[src/rtl/bus_mover_pkg.sv]
package bus_mover_pkg;
  // Strobes from control to datapath
  typedef struct packed {
    logic destLoad;
    logic conflict;
    logic swapGo;
  } moveStrobes_t;
endpackage

[src/rtl/bus_mover_ctrl.sv]
module bus_mover_ctrl
  import bus_mover_pkg::*;
#(
  parameter int unsigned NUM_SRC = 4,
  localparam int unsigned SEL_W = (NUM_SRC > 1) ? $clog2(NUM_SRC) : 1
) (
  input  logic               clk,
  input  logic               rst,
  input  logic [NUM_SRC-1:0] timing,
  input  logic               swapReq,
  output logic [SEL_W-1:0]   busSel,
  output moveStrobes_t       strobes,
  output logic               errQ
);

  logic anyHigh;
  logic atMostOne;

  // Each select bit ORs the timing strobes whose index has that bit set
  for (genvar b = 0; b < SEL_W; b++) begin : g_selBit
    always_comb begin
      busSel[b] = 1'b0;
      for (int i = 0; i < NUM_SRC; i++) begin
        if (((i >> b) & 1) == 1) busSel[b] = busSel[b] | timing[i];
      end
    end
  end

  assign anyHigh   = |timing;
  assign atMostOne = $onehot0(timing);

  always_comb begin
    strobes.destLoad = anyHigh && atMostOne;
    strobes.conflict = anyHigh && !atMostOne;
    strobes.swapGo   = swapReq;
  end

  always_ff @(posedge clk) begin
    if (rst) errQ <= 1'b0;
    else     errQ <= strobes.conflict;
  end

  // a conflicting cycle never produces a load strobe
  a_r5_conflict_blocks_load: assert property (@(posedge clk) disable iff (rst)
    strobes.conflict |-> !strobes.destLoad);

  // the flag follows a multi-strobe cycle
  a_r5_flag_after_conflict: assert property (@(posedge clk) disable iff (rst)
    ($countones(timing) > 1) |=> errQ);

  // a lone strobe always asks for a load
  a_r2_single_loads: assert property (@(posedge clk) disable iff (rst)
    ($countones(timing) == 1) |-> strobes.destLoad);

endmodule

[src/rtl/bus_mover_dp.sv]
module bus_mover_dp
  import bus_mover_pkg::*;
#(
  parameter int unsigned NUM_SRC = 4,
  parameter int unsigned WIDTH   = 8,
  parameter int unsigned SWAP_A  = 1,
  parameter int unsigned SWAP_B  = 2,
  localparam int unsigned SEL_W  = (NUM_SRC > 1) ? $clog2(NUM_SRC) : 1,
  localparam int unsigned FLAT_W = NUM_SRC * WIDTH
) (
  input  logic               clk,
  input  logic               rst,
  input  logic [SEL_W-1:0]   busSel,
  input  moveStrobes_t       strobes,
  input  logic [NUM_SRC-1:0] srcLoad,
  input  logic [FLAT_W-1:0]  srcData,
  output logic [WIDTH-1:0]   destQ,
  output logic [FLAT_W-1:0]  srcQ
);

  logic [WIDTH-1:0] srcReg [NUM_SRC];
  logic [WIDTH-1:0] busBits;

  // Source bank with parallel load and pairwise swap
  for (genvar i = 0; i < NUM_SRC; i++) begin : g_src
    logic [WIDTH-1:0] nextVal;
    always_comb begin
      nextVal = srcReg[i];
      if (srcLoad[i]) begin
        nextVal = srcData[i*WIDTH +: WIDTH];
      end else if (strobes.swapGo && (i == SWAP_A)) begin
        nextVal = srcReg[SWAP_B];
      end else if (strobes.swapGo && (i == SWAP_B)) begin
        nextVal = srcReg[SWAP_A];
      end
    end
    always_ff @(posedge clk) begin
      if (rst) srcReg[i] <= '0;
      else     srcReg[i] <= nextVal;
    end
    assign srcQ[i*WIDTH +: WIDTH] = srcReg[i];
  end

  // One k-to-1 multiplexer per bus bit
  for (genvar b = 0; b < WIDTH; b++) begin : g_busBit
    logic [NUM_SRC-1:0] column;
    for (genvar i = 0; i < NUM_SRC; i++) begin : g_col
      assign column[i] = srcReg[i][b];
    end
    assign busBits[b] = column[busSel];
  end

  always_ff @(posedge clk) begin
    if (rst)                   destQ <= '0;
    else if (strobes.destLoad) destQ <= busBits;
  end

  // destination captures the bus word of the load cycle
  a_r2_dest_takes_bus: assert property (@(posedge clk) disable iff (rst)
    strobes.destLoad |=> (destQ == $past(busBits)));

  // no load strobe, destination holds
  a_r4_dest_holds: assert property (@(posedge clk) disable iff (rst)
    !strobes.destLoad |=> $stable(destQ));

  // without loads or swaps the sources never move
  a_r3_sources_untouched: assert property (@(posedge clk) disable iff (rst)
    (!(|srcLoad) && !strobes.swapGo) |=> $stable(srcQ));

  // a swap with no preload exchanges the pair
  a_r7_swap_exchange: assert property (@(posedge clk) disable iff (rst)
    (strobes.swapGo && !srcLoad[SWAP_A] && !srcLoad[SWAP_B])
      |=> (srcReg[SWAP_A] == $past(srcReg[SWAP_B])));

endmodule

[src/rtl/strobe_bus_mover.sv]
module strobe_bus_mover
  import bus_mover_pkg::*;
#(
  parameter int unsigned NUM_SRC = 4,
  parameter int unsigned WIDTH   = 8,
  localparam int unsigned SEL_W  = (NUM_SRC > 1) ? $clog2(NUM_SRC) : 1,
  localparam int unsigned FLAT_W = NUM_SRC * WIDTH
) (
  input  logic               clk,
  input  logic               rst,
  input  logic [NUM_SRC-1:0] timing,
  input  logic [NUM_SRC-1:0] srcLoad,
  input  logic [FLAT_W-1:0]  srcData,
  input  logic               swapReq,
  output logic [WIDTH-1:0]   destQ,
  output logic [FLAT_W-1:0]  srcQ,
  output logic               multiHotErr
);

  logic [SEL_W-1:0] busSel;
  moveStrobes_t     strobes;

  bus_mover_ctrl #(.NUM_SRC(NUM_SRC)) i_ctrl (
    .clk     (clk),
    .rst     (rst),
    .timing  (timing),
    .swapReq (swapReq),
    .busSel  (busSel),
    .strobes (strobes),
    .errQ    (multiHotErr)
  );

  bus_mover_dp #(.NUM_SRC(NUM_SRC), .WIDTH(WIDTH)) i_dp (
    .clk     (clk),
    .rst     (rst),
    .busSel  (busSel),
    .strobes (strobes),
    .srcLoad (srcLoad),
    .srcData (srcData),
    .destQ   (destQ),
    .srcQ    (srcQ)
  );

  // reset leaves everything cleared
  a_r1_reset_clears: assert property (@(posedge clk)
    rst |=> ((destQ == '0) && (srcQ == '0) && !multiHotErr));

endmodule

[config.mk]
export PLATFORM = sky130hd
export DESIGN_NAME = strobe_bus_mover
export DESIGN_NICKNAME = d
export VERILOG_FILES = /design/src/rtl/bus_mover_pkg.sv /design/src/rtl/bus_mover_ctrl.sv /design/src/rtl/bus_mover_dp.sv /design/src/rtl/strobe_bus_mover.sv
export SDC_FILE = /design/constraint.sdc
export NUM_CORES = 1
export LEC_CHECK = 0
export BUFFER_PORTS_ARGS = -buffer_cell sky130_fd_sc_hd__buf_2
export CAP_MARGIN = 0
export CELL_PAD_IN_SITES_DETAIL_PLACEMENT = 1
export CELL_PAD_IN_SITES_GLOBAL_PLACEMENT = 2
export CORE_MARGIN = 3
export CORE_UTILIZATION = 28
export DETAILED_ROUTE_END_ITERATION = 8
export GPL_TIMING_DRIVEN = 0
export PLACE_DENSITY_LB_ADDON = 0.1
export SLEW_MARGIN = 20
export SYNTH_ARGS = -nofsm -noshare
export SYNTH_HDL_FRONTEND = slang
export SYNTH_SLANG_ARGS = --single-unit
[constraint.sdc]
create_clock -name clk -period 3.3 [get_ports clk]
set_clock_uncertainty 0.2 [all_clocks]
set_input_delay 0.66 -clock clk [delete_from_list [all_inputs] [get_ports clk]]
set_output_delay 0.66 -clock clk [all_outputs]
set_load 0.02 [all_outputs]
Word level (Yosys, flattened, before mapping)
Memories as Yosys holds them, arrays and structs flattened.
Cells that the tools add are included.

storage, ports and cells
  memory bits (writable) = 32
  flip-flop bits (word level) = 9
  input bits = 43
  memories kept = 1
  logic and storage cells = 47
  output and inout bits = 41

memory list
  memory       words  bits a word  read ports  clocked after memory_dff  wr ports  RTL line            text
  i_dp.srcReg  4      8            4           0                         4         bus_mover_dp.sv:21  logic [WIDTH-1:0] srcReg [NUM_SRC];

cells by class
  $add $sub $neg = 3
  order comparisons = 2
  reductions and logical operators = 4
  bitwise logic cells = 6
  muxes and demuxes = 29

operators by type and width
  operator            count
  $mux 8              10
  $bmux 1 s2          8
  $mux 1              11
  $or 1x1->1          6
  $add 1x1->2         2
  $reduce_or 4->1     1
  $add 3x3->3         1
  $le 3x1->1 const B  1
  $lt 2x3->1 const B  1
  $logic_and 1x1->1   2
  $logic_not 1->1     1

Depth between registers and ports, before layout
  depth after elaboration = 5
  gate-level depth with buffers = 8
  gate-level depth less buffers = 8

Modules after synthesis
From an unflattened synthesis, not the netlist that was laid out.

unflattened totals
  cells, all modules = 182
  area, all modules = 1929.4 um^2

modules (own cells, without submodules)
  module          instances  area each (um^2)  cells an instance  sequential area each (um^2)
  bus_mover_dp    1          1808.0            168                800.8
  bus_mover_ctrl  1          121.4             14                 20.0

Worst setup path after synthesis
OpenSTA, ideal clock, no wires.

  path kind = input -> register
  start point = input timing[0]
  end point = register i_dp.destQ[0]
  stages on the path = 7
  setup slack = 0.754 ns
  required time = 3.040 ns
  setup time = 0.060 ns
  path buffers = 0
  arrival time = 2.287 ns
  cells stage by stage = inv_1 -> ha_1 -> ha_1 -> inv_1 -> fa_1 -> a31oi_1 -> a22o_1

on the way
  longest elaborated chain between the ends = 4
  elaborated cells between the ends (all ways) = 5
  those cells by class = add/sub: 2; order compare: 1; reduce/logical: 2

ends and longest elaborated chain
  what                               RTL line                text
  start, declared                    strobe_bus_mover.sv:11  input logic [NUM_SRC-1:0] timing,
  $add 1x1->2 (implied by the code)  bus_mover_ctrl.sv:30    assign atMostOne = $onehot0(timing);
  $add 3x3->3 (implied by the code)  bus_mover_ctrl.sv:30
  $le 3x1->1 (implied by the code)   bus_mover_ctrl.sv:30
  $logic_and 1x1->1 *                bus_mover_ctrl.sv:33    strobes.destLoad = anyHigh && atMostOne;
  end signal, assigned               bus_mover_dp.sv:55      else if (strobes.destLoad) destQ <= busBits;
  end, declared                      bus_mover_dp.sv:17      output logic [WIDTH-1:0] destQ,

Mark *: on every way between the ends. The rest lies on a longest branch, timed or not.
A chain may end at the register's enable or synchronous reset.

Final worst setup path
  start point = input timing[1]
  end point = register i_dp.destQ[6]

on the way
  longest elaborated chain between the ends = 4
  elaborated cells between the ends (all ways) = 8
  those cells by class = add/sub: 2; order compare: 1; mux: 2; bitwise: 1; reduce/logical: 2

ends and longest elaborated chain
  what                               RTL line
  $add 1x1->2 (implied by the code)  bus_mover_ctrl.sv:30
  $add 3x3->3 (implied by the code)  bus_mover_ctrl.sv:30
  $le 3x1->1 (implied by the code)   bus_mover_ctrl.sv:30
  $logic_and 1x1->1                  bus_mover_ctrl.sv:33

Parallel ways exist; a longest one is shown, timed or not. The select of a mux whose other input is x is not followed.

==> metrics.log <==
INFO  metric finish.net_count = 301
INFO  metric grt_max_degree = 12
INFO  metric die_height = 88.2 um
INFO  metric hpwl_detailed = ~4.3 mm
INFO  metric setup.worst_path.end_class = flop
INFO  metric port-buffer-count = between 70 and 80
INFO  metric cellPowerDensity = around 450 nW/um^2
INFO  metric route.detailed.drc = 0
INFO  metric worstPathBufferInverterCount = 3
INFO  metric slew_violations = 0
INFO  metric arrival = between 2 and 3 ns
INFO  metric number_of_search_and_repair_iterations_in_the_first_detailed_routing_pass = 4
INFO  metric worstSetupStartpointType = primary input
INFO  metric cts_repair_resize_count = 0
INFO  metric synth-seq-cells = 41
INFO  metric crit_path_cell_trace = buf_2 > inv_1 > ha_1 > ha_1 > inv_1 > fa_1 > a31oi_1 > a22o_1
INFO  metric groute.usage.overall = 0.137
INFO  metric setup_viol_count_final = 0
INFO  metric finish.cell_count_without_fillers = around 330
INFO  metric synth_cell_types = 17
INFO  metric core_area = roughly 6500 sq um
INFO  metric postCtsHoldBufs = 0
INFO  metric number_of_antenna_violations_at_the_first_check_in_global_routing = 0
INFO  metric row_count = 29
INFO  metric timing.critical_path.required = between 3 and 4 ns
INFO  metric dieWidth = between 80 and 90 um
INFO  metric final_min_period_over_clock_period = 0.820
INFO  metric detail_route.vias_per_cell = around 4.6
INFO  metric mappedNetlistArea = 1890 sq um
INFO  metric hold_viol = 0
INFO  metric post-place-cells = roughly 320
INFO  metric final_antenna_net_count = 0
INFO  metric final_replace_weighted_congestion = 0.714
INFO  metric worst_setup_hold_path_clk_slew = 0.07 ns
INFO  metric grt.overflow.total = 0
INFO  metric drt_iter0_drc = 11
INFO  metric tightest_slew = between 0.7 and 0.8 ns
INFO  metric postRouteWirelength = just over 5 mm
INFO  metric max-slew-margin-rel = 0.486
INFO  metric synthesis.instances = ~170
INFO  metric cts_inserted_buffers = 5
INFO  metric routedWlPerCell = around 16 um
INFO  metric leakage = 0.00126 uW
INFO  metric cts_buffer_depth = 2
INFO  metric mappedNetlistNets = around 220
INFO  metric synth.yosys.warnings = 0
INFO  metric design.die.area = ~7800 sq um
INFO  metric setup_tns = 0 ns
INFO  metric worst_path_largest_cell_delay = between 0.6 and 0.7 ns
INFO  metric grt_pass1_wl = between 7 and 8 mm
INFO  metric first_global_vias = about 1600
INFO  metric clock_latency_late_sink = approximately 0.29 ns
INFO  metric drive_gt1_frac = 0.448
INFO  metric final_cell_mix = sky130_fd_sc_hd__buf_2 (81), sky130_fd_sc_hd__dfxtp_1 (41), sky130_fd_sc_hd__nor2_1 (33), sky130_fd_sc_hd__mux2i_1 (32), sky130_fd_sc_hd__mux2_2 (16)
INFO  metric clockRootBuffer = sky130_fd_sc_hd__clkbuf_8
INFO  metric max-cap-violations = 0
INFO  metric start_util = 0.293
INFO  metric mostFrequentLayoutCell = sky130_fd_sc_hd__buf_2
INFO  metric grt_setup_unrepaired = false
INFO  metric cts_tree = done
INFO  metric ios = between 80 and 90
INFO  metric cts_sinks = 41
INFO  metric num_vias = about 1500
INFO  metric yosysSeqAreaShare = 0.434
INFO  metric syn_avg_cell_area = ~11 sq um
INFO  metric timing.critical_path.max_delay_family = adder cells
INFO  metric fmaxAchievable = between 300 and 400 MHz
INFO  metric cts_htree_levels = 2
INFO  metric r2r_slack = a little under 2 ns
INFO  metric antenna-diode-count = 0
INFO  metric path_class = primary input to flop
INFO  metric area_growth_syn_to_layout = 30.0%
INFO  metric run_status = finished, final reports clean
INFO  metric finalCriticalPeriod = roughly 2.7 ns
INFO  metric hold_class = flop to flop
INFO  metric max-vdd-ir-drop = slightly above 200 uV
INFO  metric post_cts_setup_driven_buffer_insertion_count = 0
INFO  metric worst-path-max-fanout = 8
INFO  metric critical-path-slowest-cell = sky130_fd_sc_hd__a31oi_1
[worst paths after layout]
check / startpoint / cells after the start / end
worst max-delay path: timing[1] / 8 / i_dp.destQ[6]
worst min-delay path: i_dp.destQ[3] / 1 / i_dp.destQ[3]
worst max register to register: i_dp.srcReg[1][2] / 2 / i_dp.destQ[2]
worst min register to register: i_dp.destQ[3] / 1 / i_dp.destQ[3]
[synth_stat cells, drive strengths merged]
master | n | area, sq um
a31oi | 1 | 6.26
fa | 1 | 20.0
ha | 5 | 62.6
inv | 7 | 26.3
a21o | 1 | 7.51
mux4 | 8 | 180
mux2i | 32 | 320
clkbuf | 6 | 22.5
mux2 | 16 | 180
nand2 | 2 | 7.51
dfxtp | 41 | 821
buf | 5 | 27.5
a21oi | 1 | 5.00
nor2 | 34 | 135
a22o | 8 | 70.1
[routing by layer]
metal / vias up / global-route usage / routed length (um)
met5: - / 0 / 0
met4: 0 / 0.0495 / 61
met3: 5 / 0.0329 / 279
met2: 44 / 0.216 / 2320
met1: 710 / 0.182 / 2530
li1: 756 / - / -
[registers in the layout, indices dropped and copies added, names as in the netlist]
name / count
i_dp.srcReg: 32
i_dp.destQ: 8
i_ctrl.errQ: 1
[power by group]
part / leakage (uW) / switching [uW] / total [uW] / internal [uW]
Combinational: 0.000875 / 123 / 225 / 103
Sequential: 0.000338 / 27.8 / 555 / 527
Clock: 0.0000443 / 165 / 331 / 166
Total: 0.00126 / 315 / 1110 / 796
[metrics by stage]
stage	setup WS, ns	hold WS [ns]	cell area (sq um)	utilization	total power, uW
final	0.593	0.280	2460	0.381	1110
after global routing	0.449	0.318	2460	0.381	1170
after detailed placement	0.257	0.264	2370	0.367	797
after global placement	0.325	0.258	2370	0.367	793
after CTS	0.577	0.284	2460	0.381	1120
after floorplan	0.754	0.392	1890	-	708
[layout make-up]
type	count	area (sq um)
fill	768	4000
tap	77	96.3
multi-input combinational	109	995
sequential	41	821
inverter	7	26.3
buffer	11	50.0
clock buffer	7	86.3
timing repair buffer	77	385
[worst reg2reg max path, delay by kind of cell, from the launching register on]
kind,cells,cell delay [ns]
compound gates,1,0.24
flops,1,0.34
mux,1,0.48
[cell families (layout without fill, tap and decap cells)]
logic type,Yosys count,in the layout,share of synthesized area
adders and majority gates,6,6,0.0437
buffers and inverters,18,102,0.0403
and+or+nand+nor,36,36,0.0754
AOI/OAI and AO/OA,11,11,0.0470
DFF,41,41,0.434
muxes,56,56,0.360
No activity file was read; power rests on OpenSTA's default activity.
